**src/rtl/ltrn_pkg.sv**
```systemverilog
package ltrn_pkg;

   typedef enum logic [2:0] {
      ST_QUIET  = 3'd0,
      ST_DETECT = 3'd1,
      ST_POLL   = 3'd2,
      ST_COMPL  = 3'd3,
      ST_CFG    = 3'd4
   } ltrn_state_e;

   typedef enum logic [1:0] {
      TX_NONE  = 2'd0,
      TX_TS1   = 2'd1,
      TX_TS2   = 2'd2,
      TX_COMPL = 2'd3
   } ltrn_tx_e;

   function automatic int imax(input int a, input int b);
      return (a > b) ? a : b;
   endfunction

endpackage

```
**src/rtl/ltrn_lane_agg.sv**
```systemverilog
module ltrn_lane_agg #(
   parameter int NUM_LANES = 4
) (
   input  logic [NUM_LANES-1:0] sigdet,
   input  logic [NUM_LANES-1:0] ts_valid,
   input  logic [NUM_LANES-1:0] ts_is_ts2,
   output logic                 all_det,
   output logic                 any_rx,
   output logic                 all_rx,
   output logic                 all_ts2
);
   logic [NUM_LANES:0] det_chain, any_chain, rx_chain, ts2_chain;

   assign det_chain[0] = 1'b1;
   assign any_chain[0] = 1'b0;
   assign rx_chain[0]  = 1'b1;
   assign ts2_chain[0] = 1'b1;

   for (genvar g = 0; g < NUM_LANES; g++) begin : g_lane
      assign det_chain[g+1] = det_chain[g] & sigdet[g];
      assign any_chain[g+1] = any_chain[g] | ts_valid[g];
      assign rx_chain[g+1]  = rx_chain[g]  & ts_valid[g];
      assign ts2_chain[g+1] = ts2_chain[g] & ts_is_ts2[g];
   end

   assign all_det = det_chain[NUM_LANES];
   assign any_rx  = any_chain[NUM_LANES];
   assign all_rx  = rx_chain[NUM_LANES];
   assign all_ts2 = ts2_chain[NUM_LANES];
endmodule

```
**src/rtl/ltrn_sat_cnt.sv**
```systemverilog
module ltrn_sat_cnt #(
   parameter int LIMIT = 8
) (
   input  logic clk,
   input  logic rst,
   input  logic clr,
   input  logic inc,
   input  logic miss,
   output logic done
);
   localparam int W = $clog2(LIMIT + 1);

   logic [W-1:0] cnt_q;

   always_ff @(posedge clk) begin
      if (rst || clr || miss)
         cnt_q <= '0;
      else if (inc && (cnt_q != W'(LIMIT)))
         cnt_q <= cnt_q + 1'b1;
   end

   assign done = (cnt_q == W'(LIMIT));
endmodule

```
**src/rtl/ltrn_timer.sv**
```systemverilog
module ltrn_timer #(
   parameter int MAX_CYCLES = 64,
   localparam int W = $clog2(MAX_CYCLES + 1)
) (
   input  logic         clk,
   input  logic         rst,
   input  logic         clr,
   output logic [W-1:0] value
);
   always_ff @(posedge clk) begin
      if (rst || clr)
         value <= '0;
      else if (value != W'(MAX_CYCLES))
         value <= value + 1'b1;
   end
endmodule

```
**src/rtl/link_train_fsm.sv**
```systemverilog
module link_train_fsm
   import ltrn_pkg::*;
#(
   parameter int NUM_LANES     = 4,
   parameter int QUIET_CYCLES  = 64,
   parameter int POLL_TO_CYCLES = 2048,
   parameter int CFG_TO_CYCLES = 4096,
   parameter int RX_NEED       = 8,
   parameter int TS1_TX_NEED   = 1024,
   parameter int TS2_TX_NEED   = 16
) (
   input  logic                 clk,
   input  logic                 rst,
   input  logic                 force_compliance,
   input  logic [NUM_LANES-1:0] rx_sigdet,
   input  logic [NUM_LANES-1:0] rx_ts_valid,
   input  logic [NUM_LANES-1:0] rx_ts_is_ts2,
   output logic [2:0]           dbg_state,
   output logic [1:0]           tx_set,
   output logic                 link_cfg_up
);
   localparam int TMAX = imax(QUIET_CYCLES, imax(POLL_TO_CYCLES, CFG_TO_CYCLES));
   localparam int TW   = $clog2(TMAX + 1);

   if (NUM_LANES < 1) begin : g_bad_lanes
      $error("NUM_LANES must be at least 1");
   end
   if (QUIET_CYCLES < 1 || RX_NEED < 1 || TS2_TX_NEED < 1) begin : g_bad_cnt
      $error("cycle and set counts must be at least 1");
   end
   if (POLL_TO_CYCLES <= TS1_TX_NEED) begin : g_bad_poll
      $error("POLL_TO_CYCLES must exceed TS1_TX_NEED");
   end
   if (CFG_TO_CYCLES <= TS2_TX_NEED + RX_NEED) begin : g_bad_cfg
      $error("CFG_TO_CYCLES too short for configuration");
   end

   ltrn_state_e st_q, st_d;
   logic        chg;
   logic        all_det, any_rx, all_rx, all_ts2, ts2_now;
   logic        rx_done, ts1_done, ts2_done;
   logic        seen_ts2_q, up_q;
   logic [TW-1:0] tmr;

   ltrn_lane_agg #(.NUM_LANES(NUM_LANES)) u_agg (
      .sigdet   (rx_sigdet),
      .ts_valid (rx_ts_valid),
      .ts_is_ts2(rx_ts_is_ts2),
      .all_det  (all_det),
      .any_rx   (any_rx),
      .all_rx   (all_rx),
      .all_ts2  (all_ts2)
   );

   assign ts2_now = all_rx & all_ts2;

   ltrn_timer #(.MAX_CYCLES(TMAX)) u_tmr (
      .clk  (clk),
      .rst  (rst),
      .clr  (chg),
      .value(tmr)
   );

   logic rx_inc, rx_miss;
   always_comb begin
      rx_inc  = 1'b0;
      rx_miss = 1'b0;
      if (st_q == ST_POLL) begin
         rx_inc  = all_rx;
         rx_miss = any_rx & ~all_rx;
      end else if (st_q == ST_CFG) begin
         rx_inc  = ts2_now;
         rx_miss = any_rx & ~ts2_now;
      end
   end

   ltrn_sat_cnt #(.LIMIT(RX_NEED)) u_rx_run (
      .clk (clk), .rst(rst), .clr(chg),
      .inc (rx_inc), .miss(1'b0 | rx_miss),
      .done(rx_done)
   );

   ltrn_sat_cnt #(.LIMIT(TS1_TX_NEED)) u_ts1_sent (
      .clk (clk), .rst(rst), .clr(chg),
      .inc (st_q == ST_POLL), .miss(1'b0),
      .done(ts1_done)
   );

   ltrn_sat_cnt #(.LIMIT(TS2_TX_NEED)) u_ts2_sent (
      .clk (clk), .rst(rst), .clr(chg),
      .inc ((st_q == ST_CFG) && (seen_ts2_q || ts2_now)), .miss(1'b0),
      .done(ts2_done)
   );

   always_comb begin
      st_d = st_q;
      unique case (st_q)
         ST_QUIET:  if (tmr == TW'(QUIET_CYCLES - 1)) st_d = ST_DETECT;
         ST_DETECT: st_d = all_det ? ST_POLL : ST_QUIET;
         ST_POLL: begin
            if (rx_done && ts1_done)
               st_d = ST_CFG;
            else if (tmr == TW'(POLL_TO_CYCLES - 1))
               st_d = force_compliance ? ST_COMPL : ST_QUIET;
         end
         ST_COMPL:  if (!force_compliance) st_d = ST_POLL;
         ST_CFG: begin
            if (!up_q && !(rx_done && ts2_done) && (tmr == TW'(CFG_TO_CYCLES - 1)))
               st_d = ST_QUIET;
         end
         default:   st_d = ST_QUIET;
      endcase
   end

   assign chg = (st_d != st_q);

   always_ff @(posedge clk) begin
      if (rst) begin
         st_q       <= ST_QUIET;
         seen_ts2_q <= 1'b0;
         up_q       <= 1'b0;
      end else begin
         st_q <= st_d;
         if (chg) begin
            seen_ts2_q <= 1'b0;
            up_q       <= 1'b0;
         end else if (st_q == ST_CFG) begin
            if (ts2_now)              seen_ts2_q <= 1'b1;
            if (rx_done && ts2_done)  up_q       <= 1'b1;
         end
      end
   end

   always_comb begin
      unique case (st_q)
         ST_POLL:  tx_set = TX_TS1;
         ST_CFG:   tx_set = TX_TS2;
         ST_COMPL: tx_set = TX_COMPL;
         default:  tx_set = TX_NONE;
      endcase
   end

   assign dbg_state   = st_q;
   assign link_cfg_up = up_q;
endmodule

```
**config.mk**
```make
export PLATFORM = sky130hd
export DESIGN_NAME = link_train_fsm
export DESIGN_NICKNAME = d
export VERILOG_FILES = /design/src/rtl/ltrn_pkg.sv /design/src/rtl/ltrn_lane_agg.sv /design/src/rtl/ltrn_sat_cnt.sv /design/src/rtl/ltrn_timer.sv /design/src/rtl/link_train_fsm.sv
export SDC_FILE = /design/constraint.sdc
export NUM_CORES = 1
export LEC_CHECK = 0
export BUFFER_PORTS_ARGS = -buffer_cell sky130_fd_sc_hd__buf_2
export CELL_PAD_IN_SITES_DETAIL_PLACEMENT = 0
export CELL_PAD_IN_SITES_GLOBAL_PLACEMENT = 1
export CORE_AREA = 3 3 71 73
export CTS_CLUSTER_DIAMETER = 30
export DETAILED_ROUTE_END_ITERATION = 16
export DIE_AREA = 0 0 74 76
export PLACE_DENSITY_LB_ADDON = 0.1
export REMOVE_ABC_BUFFERS = 1
export SETUP_SLACK_MARGIN = 0.4
export SLEW_MARGIN = 5
export SYNTH_ARGS = -nofsm -noshare
export SYNTH_HDL_FRONTEND = slang
export SYNTH_SLANG_ARGS = --single-unit
```
**constraint.sdc**
```tcl
create_clock -name clk -period 5.4 [get_ports clk]
set_input_delay 1.08 -clock clk [delete_from_list [all_inputs] [get_ports clk]]
set_output_delay 1.08 -clock clk [all_outputs]
set_load 0.05 [all_outputs]
```
==> summary.md <==
| Metric | Value |
|---|---|
| Clock latency on the worst-skew pair | `0.29 ns` |
| Total global routing overflow | `0` |
| Post-Syn Area per Cell | `8.40 um^2` |
| Number of levels in the clock H-tree | `2` |
| Top FF cell, synth | `sky130_fd_sc_hd__dfxtp_1` |
| Placed Instance Area | `2180 um^2` |
| DIE AREA | `5620 um^2` |
| CTS tree | `done` |
| Kind of end point of the critical path | `output port` |
| Hold WS | `0.486 ns` |
| Max FO, Critical Path | `14` |
| Synth cell types | `41` |
| Number of synthesized register bits | `38` |
| Crit Reg-Reg Startpoint | `dbg_state[1]` |
| Final Hold Viols | `0` |
| Setup CP Type | `reg -> out` |
| Highest attainable clock frequency | `366 MHz` |
| Count of maximum capacitance violations | `0` |
| Number of antenna cells inserted | `0` |
| Setup repair after global routing missed its margin | `no` |
| Critical path required time | `4.32 ns` |
| Fin Setup TNS | `0 ns` |
| Pleak | `0.857 nW` |
| Top-level port count | `21` |
| Routed wire per std cell | `13.9 um` |
| Hold path start | `seen_ts2_q` |
| Setup Viol. Count Final | `0` |
| Warnings, synthesis | `0` |
| Initial core utilization | `46.6%` |
| Finished layout cell area | `2280 um^2` |
| Synthesis-to-layout area growth | `10.6%` |
| Post-synth ARST share | `0%` |
| Initial antenna violation count | `0` |
| Area of the core | `4410 um^2` |
| Utilization after layout | `51.6%` |
| Slew Limit Fails | `0` |
| Number of remaining DRC errors | `0` |
| Global-route wire length before repair | `7450 um` |
| Post-Syn Area | `2060 um^2` |
| Number of clock sinks | `38` |
| Portion of the post-synthesis area used by sequential elements | `37.0%` |
| Dpl hpwl | `3300 um` |
| Maximum root-to-sink buffer count | `2` |
| Minimum period implied by the final worst setup slack | `2.73 ns` |
| # Post-CTS Setup Buffers | `0` |
| Status | `completed` |
| Rel. slew slack | `67.9%` |
| Vias in the first global route | `1625` |
| 1st-pass router iterations | `4` |
| Commonest non-fill, non-tap cell in the layout | `sky130_fd_sc_hd__nor2_1` |
| Row Count | `24` |
| Total power consumption of the routed design | `0.506 mW` |
| Post-route fraction of the period consumed by the critical path | `50.6%` |
| Start point of the critical path | `dbg_state[0]` |
| All-layer global routing usage | `16.8%` |
| Master cell of the clock root buffer | `sky130_fd_sc_hd__clkbuf_8` |
| Fraction of layout instances using a drive strength above 1 | `12.3%` |
| Vias per std cell | `5.48` |
| Register clock-pin slew on the reported worst setup and hold paths | `0.08 ns` |
| Type of the worst min-delay path | `reg -> reg` |
| Initial DRC count | `87` |
| Setup slack of the worst register-to-register path | `3.03 ns` |
| Final Skew | `0.00668 ns` |
| Pin count of the biggest net entering global routing | `28` |
| Arr. time, crit path | `1.65 ns` |
| Weighted congestion reported at the end of routability-driven placement | `0.794` |
| Gate count of the mapped netlist | `245` |
| Most frequent cells in the layout | `sky130_fd_sc_hd__nor2_1, sky130_fd_sc_hd__dfxtp_1, sky130_fd_sc_hd__buf_2` |
| Cell type of the slowest stage on the worst timing path | `sky130_fd_sc_hd__dfxtp_1` |
| Total wire length | `4460 um` |
| Number of enable flip-flop cells after synthesis | `0` |
| Net total in the final layout | `290` |
| Maximum vdd drop | `0.000154 V` |
| Vertical die dimension | `76 um` |
| Post-cts gate resize count | `0` |
| Vias after detailed routing | `1755` |
| Power per cell area | `222 nW/um^2` |
| Transition time of the tightest slew-check pin | `0.481 ns` |
| Antenna-violating nets left | `0` |
| Number of buffers created by CTS | `5` |
| Longest individual stage delay on the worst path | `0.62 ns` |
| Die outline width | `74 um` |
| CP Cell Sequence | `inv_1 -> nand2b_1 -> o21ai_0 -> buf_2` |
| Startpoint kind of the worst setup timing path | `flip-flop` |
| Number of hold buffers added after cts | `0` |
| Port Buffers | `20` |
## worst max-delay path, delay by kind of cell, from the launching register on
| family | cells | cell delay, ns |
|---|---|---|
| AO/OA/AOI/OAI | 1 | 0.11 |
| AND/OR/NAND/NOR | 1 | 0.22 |
| flip-flops | 1 | 0.62 |
| buffers and inverters | 2 | 0.42 |
## cells by family (layout without fill, tap and decap cells)
logic type                 Yosys count  count (layout)  synth area share, %
AOI/OAI and AO/OA                   20              20                 6.81
xor gates and xnor gates            28              28                 11.9
adders and majority gates            8               8                 4.86
buffers and inverters               22              45                 5.17
DFF                                 38              38                 37.0
muxes                                3               3                 1.52
and+or+nand+nor                    126             126                 32.8
## final cells by class
class                   count  area (um^2)
clock inverters             1         5.00
well taps                  52         65.1
multi-input cells         185         1190
fillers                   452         2140
flip-flops and latches     38          761
repair buffers             21          108
clock buffers               7         86.3
inverters                  16         60.1
## registers in the layout, summed over array words and instances, names as in the netlist
register          cells
u_ts1_sent.cnt_q     11
dbg_state             3
u_tmr.value          13
u_rx_run.cnt_q        4
seen_ts2_q            1
u_ts2_sent.cnt_q      5
link_cfg_up           1
## power by group
group,internal [mW],switching [mW]
Clock,0.103,0.0986
Sequential,0.282,0.00239
Combinational,0.00887,0.0110
## through the flow
| step | worst slack [ns] | cells |
|---|---|---|
| 2_1_floorplan | 2.20 | 239 |
| 3_3_place_gp | 2.47 | 312 |
| 3_5_place_dp | 2.43 | 312 |
| 4_1_cts | 2.63 | 320 |
| 5_1_grt | 2.54 | 320 |
| 6_report | 2.67 | 320 |
## cells in the mapped netlist, drive strengths merged (2+ instances only)
cell | count | area (um^2)
nor2 | 47 | 176
dfxtp | 38 | 761
xnor2 | 19 | 166
inv | 16 | 60.1
nand4 | 13 | 81.3
nor3 | 12 | 60.1
nand3 | 11 | 55.1
xor2 | 9 | 78.8
ha | 8 | 100
nor4 | 8 | 50.1
nand2 | 7 | 26.3
and3 | 6 | 37.5
a31oi | 5 | 31.3
nand2b | 5 | 33.8
a21oi | 4 | 20.0
buf | 4 | 38.8
o21ai | 4 | 20.0
nor4b | 3 | 26.3
and4 | 2 | 17.5
clkbuf | 2 | 7.51
mux2i | 2 | 20.0
nand4b | 2 | 17.5
o211a | 2 | 20.0
## layer usage
layer,global-route usage [%],part of all wire (%)
met5,0,0
met4,4.89,0.61
met3,3.96,4.8
met2,26.0,44
met1,23.0,50
## final timing paths
| kind | endpoint | depth (start not counted) |
|---|---|---|
| hold reg to reg | seen_ts2_q | 2 |
| setup / recovery | tx_set[1] | 4 |
| setup reg to reg | u_rx_run.cnt_q[3] | 6 |
| hold / removal | seen_ts2_q | 2 |
No activity file was read; power rests on OpenSTA's default activity.
